### src/rtl/twi_unjam_pkg.sv
package twi_unjam_pkg;

  typedef enum logic [2:0] {
    ST_IDLE,
    ST_SCL_CHK,
    ST_SCL_WAIT,
    ST_SDA_CHK,
    ST_CLK_LO,
    ST_CLK_HI,
    ST_START,
    ST_STOP
  } unjam_state_e;

  function automatic int unsigned us_to_cyc(input int unsigned hz, input int unsigned us);
    longint unsigned prod;
    prod = longint'(hz) * longint'(us);
    return int'(prod / 64'd1000000);
  endfunction

endpackage

### src/rtl/twi_unjam_sync.sv
module twi_unjam_sync #(
  parameter int unsigned W      = 2,
  parameter int unsigned STAGES = 2
) (
  input  logic         clk,
  input  logic         rst,
  input  logic [W-1:0] d,
  output logic [W-1:0] q
);
  logic [W-1:0] stg [STAGES];

  always_ff @(posedge clk) begin
    if (rst) stg[0] <= '1;
    else     stg[0] <= d;
  end

  for (genvar s = 1; s < STAGES; s++) begin : g_stage
    always_ff @(posedge clk) begin
      if (rst) stg[s] <= '1;
      else     stg[s] <= stg[s-1];
    end
  end

  assign q = stg[STAGES-1];
endmodule

### src/rtl/twi_unjam_timer.sv
module twi_unjam_timer #(
  parameter int unsigned W = 8
) (
  input  logic         clk,
  input  logic         rst,
  input  logic         load,
  input  logic [W-1:0] val,
  output logic         expired
);
  logic [W-1:0] cnt;

  always_ff @(posedge clk) begin
    if (rst)             cnt <= '0;
    else if (load)       cnt <= val;
    else if (cnt != '0)  cnt <= cnt - 1'b1;
  end

  assign expired = (cnt == '0);
endmodule

### src/rtl/twi_unjam.sv
module twi_unjam
  import twi_unjam_pkg::*;
#(
  parameter int unsigned CLK_HZ     = 50_000_000,
  parameter int unsigned POLL_US    = 500,
  parameter int unsigned TIMEOUT_US = 40_000,
  parameter int unsigned HALF_US    = 5,
  parameter int unsigned MAX_PULSES = 9
) (
  input  logic clk,
  input  logic rst,
  input  logic start,
  input  logic scl_in,
  input  logic sda_in,
  output logic scl_pull,
  output logic sda_pull,
  output logic busy,
  output logic done,
  output logic bus_err
);
  localparam int unsigned POLL_CYC = us_to_cyc(CLK_HZ, POLL_US);
  localparam int unsigned HALF_CYC = us_to_cyc(CLK_HZ, HALF_US);
  localparam int unsigned NPOLL    = TIMEOUT_US / POLL_US;
  localparam int unsigned MAXCYC   = (POLL_CYC > HALF_CYC) ? POLL_CYC : HALF_CYC;
  localparam int unsigned TW       = $clog2(MAXCYC + 1) + 1;
  localparam int unsigned NW       = $clog2(NPOLL + 1) + 1;
  localparam int unsigned PW       = $clog2(MAX_PULSES + 1) + 1;
  localparam logic [TW-1:0] POLL_LD = TW'(POLL_CYC - 1);
  localparam logic [TW-1:0] HALF_LD = TW'(HALF_CYC - 1);

  unjam_state_e  state;
  logic [NW-1:0] polls;
  logic [PW-1:0] pulses;
  logic [1:0]    line_s;
  logic          scl_s, sda_s;
  logic          tmr_load, tmr_exp;
  logic [TW-1:0] tmr_val;

  twi_unjam_sync #(.W(2), .STAGES(2)) u_sync (
    .clk(clk), .rst(rst), .d({scl_in, sda_in}), .q(line_s)
  );
  assign scl_s = line_s[1];
  assign sda_s = line_s[0];

  twi_unjam_timer #(.W(TW)) u_timer (
    .clk(clk), .rst(rst), .load(tmr_load), .val(tmr_val), .expired(tmr_exp)
  );

  // Timer reload decisions: one per delay-state entry.
  always_comb begin
    tmr_load = 1'b0;
    tmr_val  = HALF_LD;
    unique case (state)
      ST_SCL_CHK: if (!scl_s) begin tmr_load = 1'b1; tmr_val = POLL_LD; end
      ST_SDA_CHK: tmr_load = sda_s || (pulses != PW'(MAX_PULSES));
      ST_CLK_LO:  tmr_load = tmr_exp;
      ST_START:   tmr_load = tmr_exp;
      default:    tmr_load = 1'b0;
    endcase
  end

  always_ff @(posedge clk) begin
    if (rst) begin
      state    <= ST_IDLE;
      polls    <= '0;
      pulses   <= '0;
      scl_pull <= 1'b0;
      sda_pull <= 1'b0;
      busy     <= 1'b0;
      done     <= 1'b0;
      bus_err  <= 1'b0;
    end else begin
      done <= 1'b0;
      unique case (state)
        ST_IDLE: begin
          scl_pull <= 1'b0;
          sda_pull <= 1'b0;
          if (start) begin
            busy    <= 1'b1;
            bus_err <= 1'b0;
            polls   <= '0;
            pulses  <= '0;
            state   <= ST_SCL_CHK;
          end
        end
        ST_SCL_CHK: state <= scl_s ? ST_SDA_CHK : ST_SCL_WAIT;
        ST_SCL_WAIT: if (tmr_exp) begin
          if (polls == NW'(NPOLL - 1)) begin
            state <= ST_IDLE; busy <= 1'b0; done <= 1'b1; bus_err <= 1'b1;
          end else begin
            polls <= polls + 1'b1;
            state <= ST_SCL_CHK;
          end
        end
        ST_SDA_CHK: begin
          if (sda_s) begin
            sda_pull <= 1'b1;
            state    <= ST_START;
          end else if (pulses == PW'(MAX_PULSES)) begin
            state <= ST_IDLE; busy <= 1'b0; done <= 1'b1; bus_err <= 1'b1;
          end else begin
            scl_pull <= 1'b1;
            state    <= ST_CLK_LO;
          end
        end
        ST_CLK_LO: if (tmr_exp) begin
          scl_pull <= 1'b0;
          state    <= ST_CLK_HI;
        end
        ST_CLK_HI: if (tmr_exp) begin
          pulses <= pulses + 1'b1;
          state  <= ST_SDA_CHK;
        end
        ST_START: if (tmr_exp) begin
          sda_pull <= 1'b0;
          state    <= ST_STOP;
        end
        ST_STOP: if (tmr_exp) begin
          state <= ST_IDLE; busy <= 1'b0; done <= 1'b1;
        end
        default: state <= ST_IDLE;
      endcase
    end
  end
endmodule

### config.mk
export PLATFORM = sky130hd
export DESIGN_NAME = twi_unjam
export DESIGN_NICKNAME = d
export VERILOG_FILES = /design/src/rtl/twi_unjam_pkg.sv /design/src/rtl/twi_unjam_sync.sv /design/src/rtl/twi_unjam_timer.sv /design/src/rtl/twi_unjam.sv
export SDC_FILE = /design/constraint.sdc
export NUM_CORES = 1
export LEC_CHECK = 0
export ABC_AREA = 1
export BUFFER_PORTS_ARGS = -buffer_cell sky130_fd_sc_hd__buf_2
export CORE_MARGIN = 5
export CORE_UTILIZATION = 56
export DETAILED_ROUTE_END_ITERATION = 16
export PLACE_DENSITY = 0.73
export SLEW_MARGIN = 20
export SYNTH_ARGS = -nofsm -noshare
export SYNTH_HDL_FRONTEND = slang
export SYNTH_SLANG_ARGS = --single-unit
export TNS_END_PERCENT = 1
### constraint.sdc
create_clock -name clk -period 1.4 [get_ports clk]
set_input_delay 0.07 -clock clk [delete_from_list [all_inputs] [get_ports clk]]
set_output_delay 0.07 -clock clk [all_outputs]
set_load 0.005 [all_outputs]
==> results of run 1 <==
## area by class of cell
cell class	count	area, sq um	share of cell area (%)
Inverter	49	199	5.31
Timing Repair Buffer	100	779	20.8
Clock inverter	2	10.0	0.267
Tap cell	52	65.1	1.74
Clock buffer	6	72.6	1.94
Sequential cell	41	842	22.5
Multi-Input combinational cell	302	1780	47.5
## layer usage
metal,up-vias,track usage [%]
met5,-,0
met4,0,16.7
met3,94,5.56
met2,251,47.6
met1,1465,32.2
li1,1468,-
## report_power, final
part           internal (mW)  total, mW  leakage (nW)  switching [mW]
Clock                  0.347      0.798        0.0450           0.451
Sequential              1.57       1.95         0.341           0.380
Combinational           3.10       7.21          1.34            4.11
## logic make-up (layout without fill, tap and decap cells)
| family | count (synthesis) | count (layout) |
|---|---|---|
| AOI/OAI and AO/OA | 44 | 44 |
| xor gates and xnor gates | 11 | 11 |
| adders and majority gates | 5 | 5 |
| buffers and inverters | 55 | 157 |
| DFF | 41 | 41 |
| and+or+nand+nor | 242 | 242 |
## cells in the final DEF (no fill, tap or decap), types with 9 or more instances in the layout
cell | Yosys | layout
nand2_1 | 94 | 81
buf_4 | 0 | 79
nor2_1 | 74 | 61
inv_1 | 44 | 39
nand3_1 | 37 | 31
dfxtp_1 | 41 | 28
a21oi_1 | 28 | 17
nor2_4 | 5 | 11
nand2_4 | 4 | 11
a21oi_2 | 1 | 11
dfxtp_2 | 0 | 11
nor2_2 | 3 | 10
nand2_2 | 3 | 9
xor2_1 | 9 | 9
buf_2 | 1 | 9
buf_6 | 2 | 9
## sequential cells by signal, indices dropped and copies added (netlist names)
name / cells
scl_pull: 1
state: 3
u_sync.stg: 4
u_timer.cnt: 16
pulses: 5
sda_pull: 1
polls: 8
bus_err: 1
done: 1
busy: 1
## cells in the mapped netlist (3+ instances only)
library cell / number / area [sq um]
a21oi_1: 28 / 140
clkbuf_1: 3 / 11.3
dfxtp_1: 41 / 821
ha_1: 5 / 62.6
inv_1: 44 / 165
inv_2: 4 / 15.0
nand2_1: 94 / 353
nand2_2: 3 / 18.8
nand2_4: 4 / 45.0
nand3_1: 37 / 185
nand4_1: 6 / 37.5
nor2_1: 74 / 278
nor2_2: 3 / 18.8
nor2_4: 5 / 56.3
nor3_1: 9 / 45.0
o21ai_0: 9 / 45.0
or2_2: 4 / 25.0
xor2_1: 9 / 78.8
## worst max path at each step
stage / start / end / slack [ns]
after global placement: pulses[1]$_SDFFE_PP0P_ / u_timer.cnt[2]$_SDFFE_PP0P_ / -0.20
after global routing: pulses[1]$_SDFFE_PP0P_ / u_timer.cnt[7]$_SDFFE_PP0P_ / -0.43
final: pulses[1]$_SDFFE_PP0P_ / u_timer.cnt[7]$_SDFFE_PP0P_ / -0.34
after floorplan: state[2]$_SDFFE_PP0P_ / pulses[1]$_SDFFE_PP0P_ / -0.01
after CTS: u_timer.cnt[1]$_SDFFE_PP0P_ / pulses[1]$_SDFFE_PP0P_ / -0.07
after detailed placement: pulses[1]$_SDFFE_PP0P_ / u_timer.cnt[6]$_SDFFE_PP0P_ / -0.27
## worst max-delay path, delay by kind of cell (launching register included)
family / cells / cell delay, ns
AOI/OAI and AO/OA: 3 / 0.48
adders and majority gates: 1 / 0.18
buffers and inverters: 3 / 0.34
DFF: 1 / 0.35
and+or+nand+nor: 3 / 0.28
## what timing repair did
item                                    4_1_cts  5_1_grt
gates resized for setup                      69       33
gates cloned                                  0        0
endpoints found under the setup margin       37       37
buffers inserted                             13        5
hold endpoints to repair                      2        0
pin swaps                                    37       20
hold buffers                                  2        0
## metrics by stage
| stage | instance area (sq um) | setup TNS [ns] | power, mW | hold slack (ns) | setup WS, ns |
|---|---|---|---|---|---|
| after floorplan | 2570 | -0.0123 | 5.00 | 0.174 | -0.0123 |
| after global placement | 3180 | -3.70 | 6.82 | 0.253 | -0.203 |
| after detailed placement | 3180 | -5.34 | 6.96 | 0.254 | -0.269 |
| after CTS | 3600 | -1.04 | 8.70 | 0.193 | -0.0675 |
| after global routing | 3750 | -10.66 | 10.5 | 0.250 | -0.426 |
| final | 3750 | -7.76 | 9.95 | 0.214 | -0.342 |
==> metrics.csv, run 1 <==
stage;metric;value;unit
power;VDD IR max;1.51;mV
setup_path;CP Launch Type;flip-flop;
global_routing;first-pass GRT wire length;13800;um
synth;Post-Synth Simple-Gate Area;43.0;%
floorplanning;Die X;77.4;um
setup_path;reg2reg end;u_timer.cnt[7]$_SDFFE_PP0P_;
clocking;Worst-Skew Late Latency;0.30;ns
sta;final hold viol count;0;
routing;DRC errors left;0;
synth;synth warn;0;
min_path;min-delay src;rst;
synth;Post-Syn Area;2550;sq um
clocking;Clock Tree Root;clkbuf_8;
global_routing;vias in the first global route;3034;
routing;met2 wire length;4690;um
synth;Seq/Total Area, Yosys;32.2;%
synth;syn avg cell area;6.40;sq um
setup_path;WP data arrival;1.93;ns
sta;Setup WS post-layout;-0.342;ns
setup_path;data required time at the worst endpoint;1.58;ns
floorplanning;Die H;77.4;um
sta;worst-margin pin slew;0.315;ns
routing;met1 wire length;3720;um
synth;Post-Synth XOR/XNOR Area;3.78;%
routing;WL/cell;18.3;um
placed_design;Cells after DPL;524;
finish;Core Util, Final;85.5;%
global_routing;total track usage;27.9;%
sta;Slew HR;78.9;%
setup_path;critical path type;flip-flop to flip-flop;
synth;ys async rst share;0;%
setup_path;slowest library cell on the worst path;dfxtp_2;
sta;Setup Skew;0.00594;ns
routing;WL final;10100;um
synth;Synth Register Bits;41;
power;Leakage;1.73;nW
synth;mux contribution to synthesized area;0;%
global_routing;pin count of the biggest net entering global routing;21;
outcome;failing checks;negative setup slack;
setup_path;cells on worst reg2reg path;10;
floorplanning;Starting Density;58.1;%
sta;RSZ-0062 raised after global routing;yes;
routing;number of nets with antenna violations after routing;0;
sta;period utilisation layout;124;%
clocking;H-Tree Depth;2;
routing;met3 routed WL;898;um
sta;final slew viol count;0;
global_routing;total congestion overflow;0;
synth;area share of fa/ha/maj cells after synthesis;2.46;%
routing;top layer in use;met4;
placed_design;port bufs;9;
sta;final setup violation count;37;
setup_path;CP most frequent cell;inv_2;
synth;post-synthesis cell count;398;
synth;Distinct cells, synth;31;
clocking;clk buf depth;2;
floorplanning;Core Rows;24;
finish;Layout area overhead;47.2;%
synth;largest family of logic cells by synthesized area;simple AND/OR/NAND/NOR gates;
setup_path;worst-path maximum fanout;5;
synth;Compound-Gate Fraction of Synth Area;9.58;%
clocking;clock sink count;41;
placed_design;hpwl dp;5260;um
sta;Max Freq;574;MHz
finish;Nets;509;
clocking;TritonCTS clock tree;built;
min_path;hold path endpoint;u_timer.cnt[10]$_SDFFE_PP0P_;
routing;Via-to-Cell Ratio;5.94;
synth;Post-synth EDFFs;0;
finish;Layout fillers;239;
routing;drt initial violations;499;
power;pwr/cell area;2650;nW/um^2
setup_path;critical path, cell by cell;inv_2, ha_4, nand2_2, inv_2, nand3_4, a21oi_4, nand2_4, buf_6, a21oi_2, a21oi_1;
finish;share of cells above drive strength 1;40.4;%
clocking;CTS clk-pin slew, worst paths;0.08;ns
job;Max-Cap Viols;0;
routing;via count;3278;
outcome;status;complete, but fails checks;
floorplanning;io pins;10;
synth;top_reg_cell synth;dfxtp_1;
setup_path;R2R setup slack;-0.34;ns
floorplanning;CORE AREA;4380;sq um
setup_path;nature of the critical path endpoint;flip-flop;
routing;drt first pass iters;5;
min_path;worst hold path depth;4;
floorplanning;DIE AREA;6000;sq um
sta;fin crit period;1.74;ns
setup_path;CP max stage delay;0.35;ns
global_routing;antenna violations before repair;0;
finish;antenna cell count;0;
finish;final non-filler cell total;552;
placed_design;Placer Congestion;1.02;
min_path;worst min path class;input pin to flip-flop;
synth;syn nets;408;
setup_path;worst r2r src;pulses[1]$_SDFFE_PP0P_;
clocking;CTS Buf Count;5;
Note: power is estimated with default switching activity, not from simulation.
==> run 2, diff against run 1 <==
CORE_MARGIN = 1   (was 5)
CORE_UTILIZATION = 25   (was 56)
PLACE_DENSITY = 0.37   (was 0.73)
==> run 2 against run 1 <==
- the flow still finishes with violations (negative setup slack)
- clock power grew 47%
- sequential share of layout area decreased by 1.3 points
- cell count increased by 18%
- cell area up 5.4%
- total power decreased by 0.78%
- register-to-register slack improved by 0.19 ns
- utilization is 45 points lower
- setup slack better by 0.19 ns
- global-route usage fell by 12 points
- hold slack lost 0.17 ns
- critical path type unchanged
- critical endpoint unchanged
- largest cell class unchanged
==> metrics.csv, run 2 (synthesis results as in run 1) <==
stage;metric;value;unit
outcome;status;complete, but fails checks;
outcome;failing checks;negative setup slack;
setup_path;critical path, cell by cell;nor2_2, nand2_2, buf_6, inv_2, nand2_2, nor2_4, buf_6, nor2_1, a21oi_1, a21oi_1;
setup_path;WP data arrival;1.74;ns
floorplanning;Starting Density;25.9;%
finish;antenna cell count;0;
power;total power;9.87;mW
routing;via count;2843;
sta;worst-margin pin slew;0.353;ns
placed_design;port bufs;9;
sta;final setup violation count;31;
sta;period utilisation layout;111;%
sta;Max Freq;645;MHz
setup_path;cells on worst reg2reg path;10;
global_routing;pin count of the biggest net entering global routing;14;
routing;WL/cell;12.2;um
finish;top flop regs;u_timer.cnt (16), polls (8), pulses (5);
clocking;CTS Buf Count;5;
floorplanning;io pins;10;
setup_path;CP max stage delay;0.33;ns
setup_path;Setup crit start;u_timer.cnt[7]$_SDFFE_PP0P_;
floorplanning;DIE AREA;10600;sq um
routing;DRC errors left;0;
setup_path;WP buf/inv;3;
sta;Setup Skew;0.00619;ns
finish;Largest register FFs;16;
placed_design;dpl ws;-0.301;ns
setup_path;nature of the critical path endpoint;flip-flop;
sta;final hold viol count;0;
global_routing;vias in the first global route;2791;
finish;Biggest register;u_timer.cnt;
routing;drt initial violations;75;
placed_design;hpwl dp;6200;um
finish;most common cell after layout, fill and taps aside;buf_4;
setup_path;CP top delay family;simple AND/OR/NAND/NOR gates;
sta;Setup WS post-layout;-0.149;ns
floorplanning;CORE AREA;9820;sq um
setup_path;reg2reg end;u_timer.cnt[7]$_SDFFE_PP0P_;
setup_path;R2R setup slack;-0.15;ns
finish;Nets;525;
clocking;clk buf depth;2;
power;Leakage;1.83;nW
floorplanning;Die X;103;um
setup_path;slowest library cell on the worst path;dfxtp_2;
setup_path;CP endpoint;u_timer.cnt[7]$_SDFFE_PP0P_;
job;Max-Cap Viols;0;
global_routing;total congestion overflow;0;
global_routing;first-pass GRT wire length;13200;um
setup_path;worst-path maximum fanout;5;
clocking;clock sink count;41;
sta;WHS;0.0489;ns
finish;Layout fillers;1114;
sta;Slew HR;76.4;%
setup_path;Critical Path Stages;10;
global_routing;antenna violations before repair;0;
finish;Layout area overhead;55.2;%
finish;commonest non-fill, non-tap cells in the layout;97 x buf_4, 80 x nand2_1, 59 x nor2_1, 35 x inv_1, 33 x nand3_1;
routing;Via-to-Cell Ratio;4.38;
setup_path;data required time at the worst endpoint;1.59;ns
global_routing;total track usage;16.3;%
min_path;worst min path class;input pin to flip-flop;
routing;number of nets with antenna violations after routing;0;
sta;final slew viol count;0;
sta;fin crit period;1.55;ns
clocking;Worst-Skew Late Latency;0.30;ns
sta;RSZ-0062 raised after global routing;yes;
setup_path;critical path type;flip-flop to flip-flop;
placed_design;Cells after DPL;625;
power;VDD IR max;0.875;mV
sta;setup tns final;-1.97;ns
finish;final non-filler cell total;649;
clocking;Clock Tree Root;clkbuf_8;
placed_design;Placer Congestion;0.837;
routing;WL final;7930;um
floorplanning;Die H;103;um
power;pwr/cell area;2500;nW/um^2
clocking;H-Tree Depth;2;
setup_path;worst r2r src;u_timer.cnt[7]$_SDFFE_PP0P_;
setup_path;CP Launch Type;flip-flop;
routing;drt first pass iters;4;
clocking;TritonCTS clock tree;built;
floorplanning;Core Rows;36;
clocking;CTS clk-pin slew, worst paths;0.09;ns
finish;share of cells above drive strength 1;41.5;%
[run 2: cell types whose count changed in the layout (fill, tap and decap cells not counted), sizes merged]
cell,previous run,this run
clkinv,3,2
buf,98,114
bufinv,0,2
clkbuf,6,5
[run 2: power by group]
part	internal (mW)	leakage, nW	switching [mW]	total (mW)
sequential	1.56	0.341	0.306	1.87
combinational	3.31	1.42	3.53	6.84
clock	0.709	0.0681	0.456	1.17
total	5.58	1.83	4.29	9.87
[run 2: layer usage]
metal	vias to the layer above	share of wire, %	track usage, %
met5	-	0	0
met4	0	1.5	4.33
met3	10	2.3	2.37
met2	35	50	28.7
met1	1303	46	20.7
li1	1495	-	-
[run 2: what timing repair did]
item	in CTS	in global routing
resized for setup	54	35
buffers inserted	10	4
endpoints found under the setup margin	37	37
hold buffers	2	0
pin swaps	20	8
endpoints found under the hold margin	2	0
[run 2: cell type report]
type / instances / area, sq um / area share (%)
clock inverters: 3 / 65.1 / 1.65
flip-flops and latches: 41 / 838 / 21.2
multi-input cells: 302 / 1720 / 43.6
clock buffers: 5 / 68.8 / 1.74
repair buffers: 116 / 892 / 22.6
well taps: 133 / 166 / 4.21
inverters: 49 / 199 / 5.03
[run 2: worst register-to-register path, stage by stage (launching register included)]
cell and delay (ns):
dfxtp_2 0.33, nor2_2 0.13, nand2_2 0.10, buf_6 0.14, inv_2 0.04, nand2_2 0.06
nor2_4 0.22, buf_6 0.13, nor2_1 0.03, a21oi_1 0.19, a21oi_1 0.09
[run 2: worst min-delay path by stage]
stage,depth (start not counted),startpoint,to
6_report,2,rst,sda_pull$_SDFFE_PP0P_
5_1_grt,2,rst,sda_pull$_SDFFE_PP0P_
4_1_cts,2,rst,sda_pull$_SDFFE_PP0P_
3_5_place_dp,2,scl_in,u_sync.stg[0][1]$_SDFF_PP1_
3_3_place_gp,2,scl_in,u_sync.stg[0][1]$_SDFF_PP1_
2_1_floorplan,1,sda_in,u_sync.stg[0][0]$_SDFF_PP1_
[run 2: through the flow]
step / area, sq um / utilization (%)
CTS: 3820 / 38.9
global placement: 3430 / 35.0
detailed placement: 3430 / 35.0
global route: 3950 / 40.3
floorplan: 2570 / -
finish: 3950 / 40.3
